--- config.mk ---
export PLATFORM = sky130hd
export DESIGN_NAME = can_tx_arbiter
export DESIGN_NICKNAME = d
export VERILOG_FILES = /design/src/rtl/can_txarb_pkg.sv /design/src/rtl/txarb_mailbox_store.sv /design/src/rtl/txarb_select.sv /design/src/rtl/txarb_tx_buffer.sv /design/src/rtl/can_tx_arbiter.sv
export SDC_FILE = /design/constraint.sdc
export NUM_CORES = 1
export LEC_CHECK = 0
export ABC_AREA = 1
export CAP_MARGIN = 20
export CORE_UTILIZATION = 45
export DETAILED_ROUTE_END_ITERATION = 10
export GPL_TIMING_DRIVEN = 0
export PLACE_DENSITY = 0.73
export SLEW_MARGIN = 20
export SYNTH_ARGS = -nofsm -noshare
export SYNTH_HDL_FRONTEND = slang
export SYNTH_HIERARCHICAL = 1
export SYNTH_SLANG_ARGS = --single-unit
--- constraint.sdc ---
create_clock -name clk -period 62.5 [get_ports clk]
set_clock_uncertainty 0.15 [all_clocks]
set_input_delay 6.25 -clock clk [delete_from_list [all_inputs] [get_ports clk]]
set_output_delay 6.25 -clock clk [all_outputs]
set_load 0.05 [all_outputs]
--- src/rtl/can_txarb_pkg.sv ---
package can_txarb_pkg;

    localparam int unsigned STD_ID_W = 11;
    localparam int unsigned MB_COUNT = 15;
    localparam int unsigned MB_IDX_W = $clog2(MB_COUNT + 1);

    typedef enum logic {
        ORDER_BY_INDEX = 1'b0,
        ORDER_BY_ID    = 1'b1
    } order_e;

    typedef struct packed {
        logic                valid;
        logic [MB_IDX_W-1:0] idx;
        logic [STD_ID_W-1:0] id;
    } cand_t;

    // True when challenger should replace the current best entry.
    function automatic logic takes_over(
        input order_e              mode,
        input logic [STD_ID_W-1:0] challenger_id,
        input cand_t               best
    );
        if (!best.valid) begin
            return 1'b1;
        end
        return (mode == ORDER_BY_ID) && (challenger_id < best.id);
    endfunction

    function automatic logic differs(input cand_t a, input cand_t b);
        return (a.valid != b.valid) || (a.idx != b.idx) || (a.id != b.id);
    endfunction

endpackage

--- src/rtl/txarb_mailbox_store.sv ---
module txarb_mailbox_store
    import can_txarb_pkg::*;
#(
    parameter int unsigned NUM_MB = MB_COUNT
) (
    input  logic                clk,
    input  logic                rst,
    input  logic                id_we,
    input  logic [MB_IDX_W-1:0] id_idx,
    input  logic [STD_ID_W-1:0] id_data,
    input  logic                req_set,
    input  logic [MB_IDX_W-1:0] req_idx,
    input  logic                clr_en,
    input  logic [MB_IDX_W-1:0] clr_idx,
    output logic [NUM_MB-1:0]   pend,
    output logic [STD_ID_W-1:0] ids [NUM_MB]
);

    for (genvar g = 0; g < NUM_MB; g++) begin : g_slot
        localparam logic [MB_IDX_W-1:0] SLOT_NUM = MB_IDX_W'(g + 1);

        logic [STD_ID_W-1:0] id_q;
        logic                pend_q;
        logic                hit_set;
        logic                hit_clr;

        assign hit_set = req_set && (req_idx == SLOT_NUM);
        assign hit_clr = clr_en && (clr_idx == SLOT_NUM);

        // Identifier storage is message RAM: deliberately not reset.
        always_ff @(posedge clk) begin
            if (id_we && (id_idx == SLOT_NUM)) begin
                id_q <= id_data;
            end
        end

        // A request outranks a completion clear on the same slot.
        always_ff @(posedge clk) begin
            if (rst) begin
                pend_q <= 1'b0;
            end else if (hit_set) begin
                pend_q <= 1'b1;
            end else if (hit_clr) begin
                pend_q <= 1'b0;
            end
        end

        assign pend[g] = pend_q;
        assign ids[g]  = id_q;
    end

endmodule

--- src/rtl/txarb_select.sv ---
module txarb_select
    import can_txarb_pkg::*;
#(
    parameter int unsigned NUM_MB = MB_COUNT
) (
    input  order_e              mode,
    input  logic [NUM_MB-1:0]   pend,
    input  logic [STD_ID_W-1:0] ids [NUM_MB],
    output cand_t               win
);

    // Scan from mailbox 1 upward; a strict compare keeps ties on the
    // lower index, and index order simply keeps the first hit.
    always_comb begin
        cand_t best;
        best = '0;
        for (int i = 0; i < NUM_MB; i++) begin
            if (pend[i] && takes_over(mode, ids[i], best)) begin
                best.valid = 1'b1;
                best.idx   = MB_IDX_W'(i + 1);
                best.id    = ids[i];
            end
        end
        win = best;
    end

endmodule

--- src/rtl/txarb_tx_buffer.sv ---
module txarb_tx_buffer
    import can_txarb_pkg::*;
(
    input  logic                clk,
    input  logic                rst,
    input  cand_t               win,
    input  logic                frame_start,
    input  logic                tx_done,
    input  logic                arb_lost,
    output cand_t               cand,
    output logic                load_req,
    output logic                locked,
    output logic                clr_en,
    output logic [MB_IDX_W-1:0] clr_idx
);

    cand_t cand_q;
    logic  locked_q;
    logic  load_q;

    always_ff @(posedge clk) begin
        if (rst) begin
            cand_q   <= '0;
            locked_q <= 1'b0;
            load_q   <= 1'b0;
        end else if (locked_q) begin
            load_q <= 1'b0;
            if (tx_done) begin
                locked_q     <= 1'b0;
                cand_q.valid <= 1'b0;
            end else if (arb_lost) begin
                locked_q <= 1'b0;
            end
        end else if (frame_start && cand_q.valid) begin
            locked_q <= 1'b1;
            load_q   <= 1'b0;
        end else begin
            cand_q <= win;
            load_q <= win.valid && differs(win, cand_q);
        end
    end

    assign cand     = cand_q;
    assign load_req = load_q;
    assign locked   = locked_q;
    assign clr_en   = locked_q && tx_done;
    assign clr_idx  = cand_q.idx;

endmodule

--- src/rtl/can_tx_arbiter.sv ---
module can_tx_arbiter
    import can_txarb_pkg::*;
#(
    parameter int unsigned NUM_MB = MB_COUNT
) (
    input  logic                clk,
    input  logic                rst,
    input  logic                order_by_id,
    input  logic                id_we,
    input  logic [MB_IDX_W-1:0] id_idx,
    input  logic [STD_ID_W-1:0] id_data,
    input  logic                req_set,
    input  logic [MB_IDX_W-1:0] req_idx,
    input  logic                frame_start,
    input  logic                tx_done,
    input  logic                arb_lost,
    output logic [NUM_MB-1:0]   pend_o,
    output logic                cand_valid,
    output logic [MB_IDX_W-1:0] cand_idx,
    output logic [STD_ID_W-1:0] cand_id,
    output logic                load_req,
    output logic                buf_locked
);

    logic [STD_ID_W-1:0] ids [NUM_MB];
    logic [NUM_MB-1:0]   pend;
    logic                clr_en;
    logic [MB_IDX_W-1:0] clr_idx;
    cand_t               win;
    cand_t               cand;
    order_e              mode;

    assign mode = order_e'(order_by_id);

    txarb_mailbox_store #(.NUM_MB(NUM_MB)) u_store (
        .clk     (clk),
        .rst     (rst),
        .id_we   (id_we),
        .id_idx  (id_idx),
        .id_data (id_data),
        .req_set (req_set),
        .req_idx (req_idx),
        .clr_en  (clr_en),
        .clr_idx (clr_idx),
        .pend    (pend),
        .ids     (ids)
    );

    txarb_select #(.NUM_MB(NUM_MB)) u_select (
        .mode (mode),
        .pend (pend),
        .ids  (ids),
        .win  (win)
    );

    txarb_tx_buffer u_buffer (
        .clk         (clk),
        .rst         (rst),
        .win         (win),
        .frame_start (frame_start),
        .tx_done     (tx_done),
        .arb_lost    (arb_lost),
        .cand        (cand),
        .load_req    (load_req),
        .locked      (buf_locked),
        .clr_en      (clr_en),
        .clr_idx     (clr_idx)
    );

    assign pend_o     = pend;
    assign cand_valid = cand.valid;
    assign cand_idx   = cand.idx;
    assign cand_id    = cand.id;

endmodule

==> results.toml <==
[layout]
n_antenna_cell = 0
layout.nets = 1674
syn_to_final_growth_pct = 13.3
drive_above_1_share_pct = 8.78

[power_and_ir_drop]
powerDensity_nw_per_um2 = 24.7
combPwrFrac_pct = 24.8
p_seq_share_pct = 43.7
p_switching_mw = 0.112
p_total_mw = 0.345
sw_frac_of_total_pct = 32.5
p_int_mw = 0.233
p_leak_nw = 6.16
ir_drop_mv = 0.0181
p_clk_share_pct = 31.5

[place]
place_ws_ps = 30340
globalplace.congestion = 0.899
numPortBuffers = 58
hpwl_um = 23600

[drt]
ant_nets = 0
first_iter_violations = 853
route.detailed.drc = 0
routed-via-count = 10300
first_pass_iters = 5
totalWireLength_um = 31200
wl_per_cell_um = 16.7
vias_per_cell = 5.49

[timing]
worst_pin_slew_ps = 1100
tns_ps = 0
finalCritPeriodShare_pct = 51.6
maxSlewViolCount = 0
max_slew_margin_pct = 26.5
rsz0062_at_grt = "no"
timing.hold.ws_ps = 318
post-route-min-period_ps = 32230
finalWorstSetupSlack_ps = 30270
clock.fmax_mhz = 31.0
hold_viol_final = 0
setup_viol = 0

[hold_path]
hp-class = "reg2reg"

[synthesis]
synthCells = 1433
synth_area_leaders = "edfxtp_1, ha_1, nand2_1, o21ai_0, dfxtp_1"
ys_ff_latch = 198
synth_nets = 1594
synth_edf_count = 165
syn-mean-instance-area_um2 = 8.61
seq_area_frac_synth_pct = 45.5
synth_ff_type = "edfxtp_1"
synth_cell_types = 35
synthArstFlopShare_pct = 0
yosysTopAreaCellShare_pct = 40.2
ys_warn_count = 6
synth_top_area_cell = "edfxtp_1"
netlist_area_um2 = 12300

[global_routing]
track_usage_pct = 22.6
grt_pass1_vias = 9973
grt_pass1_wl_um = 49500
antenna_found_initial = 0
grt_overflow = 0
grt_max_degree = 20

[cts]
cts_resized = 0
numCtsBuffers = 17
cts.htree.levels = 4
clock_sinks = 198
post_cts_buffers = 0
clock_latency_ps = 440
tritoncts = "built"
clock_path_buffers = 2
root_buffer = "clkbuf_16"
path_clk_slew_ps = 70
cts_hold_buffers = 0

[die]
die_w_um = 168
core-area_um2 = 27000
start_util_pct = 45.8
num_rows = 60
die_h_um = 168
die_area_um2 = 28100
boundaryPins = 60

[worst_setup_path]
slowest_stage = "clkdlybuf4s50_1"
cp.buffers_inverters = 21
worstPathRequired_ps = 62690
max_stage_delay_ps = 760
cp_max_fo = 10
crit_family = "compound AO/OA/AOI/OAI gates"
crit_type = "in2reg"
crit_path_end_kind = "register"
crit_path_start_kind = "primary input"
worstPathArrival_ps = 32420

[status]
status = "complete, no violations"

[flow_run]
maxCapViolCount = 0
[state kept, by name, indices dropped and copies added (netlist names)]
signal	flops
u_buffer/load_req	1
u_store/g_slot.pend_q	15
u_buffer/locked	1
u_buffer/cand	12
u_buffer/clr_idx	4
u_store/g_slot.id_q	165
[worst paths after layout]
path	from	to	slack, ps	cells past startpoint
worst max-delay path	order_by_id	u_buffer/load_req	30270	152
worst min-delay path	u_store/g_slot[7].pend_q	u_store/g_slot[7].pend_q	320	2
worst max register to register	u_store/g_slot[0].pend_q	u_buffer/load_req	35720	154
worst min register to register	u_store/g_slot[7].pend_q	u_store/g_slot[7].pend_q	320	2
[tightest hold or removal path: stages, from the launching register on]
cell and delay, ps:
dfxtp_1 310, nand2_1 60, a21oi_1 50
[through the flow]
stage,std cells,utilization [%],cell area [um2]
detailed placement,1835,49.7,13400
floorplan,1433,-,12300
global placement,1832,49.5,13300
finish,1867,51.9,14000
global route,1867,51.9,14000
CTS,1867,51.8,14000
[final cells by class]
cell class | count | area [um2]
Buffer | 53 | 310
Sequential cell | 198 | 5620
Clock buffer | 18 | 450
Clock inverter | 14 | 130
Inverter | 133 | 499
Timing Repair Buffer | 61 | 603
Fill cell | 2406 | 13000
Multi-Input combinational cell | 1049 | 5940
Tap cell | 341 | 427
[power groups by stage]
| stage | logic [mW] | registers, mW | clock network (mW) |
|---|---|---|---|
| after floorplan | 0.0529 | 0.160 | 0 |
| after global placement | 0.0813 | 0.154 | 0 |
| after detailed placement | 0.0844 | 0.154 | 0 |
| after CTS | 0.0849 | 0.151 | 0.110 |
| after global routing | 0.0959 | 0.151 | 0.115 |
| final | 0.0857 | 0.151 | 0.109 |
[cell usage in the layout, fill, tap and decap left out, drive strengths merged, types with 17 or more instances in the layout]
master	n
buf	38
a21oi	74
o21ai	148
nand3	117
clkdlybuf4s50	58
ha	134
edfxtp	165
inv	142
nand4	17
dfxtp	33
nor2	83
clkbuf	36
nand2	420
[synthesized netlist by cell type (2+ instances only)]
library cell and n:
a21oi_2 9, o21ai_0 141, nand4_1 17, o21bai_1 10, clkbuf_1 18, inv_1 122, or2_2 3, o221a_2 2
a2111oi_0 5, nand2_1 395, nor2_1 77, nor3_1 10, a211oi_1 12, dfxtp_1 33, nor4_1 3, buf_2 11
buf_4 22, inv_2 11, nand2_2 24, nor2_2 2, a21oi_1 65, nand3_1 115, edfxtp_1 165, o21ai_1 7
a21o_1 6, ha_1 134, buf_6 2, nand3_2 2, nor2_4 4
[logic make-up after synthesis]
| group | Yosys count | synth area share [%] |
|---|---|---|
| buf+inv | 186 | 6.56 |
| compound gates | 261 | 11.8 |
| flops | 198 | 45.5 |
| simple gates | 654 | 22.6 |
| fa+ha+maj | 134 | 13.6 |
[layer usage]
| metal | share of wire [%] | track usage [%] | vias to the layer above |
|---|---|---|---|
| met1 | 44 | 28.1 | 4801 |
| met3 | 4.3 | 2.72 | 58 |
| li1 | - | - | 5082 |
| met2 | 49 | 40.0 | 314 |
| met4 | 2.7 | 8.54 | 0 |
| met5 | 0 | 0 | - |
No activity file was read; power rests on OpenSTA's default activity.
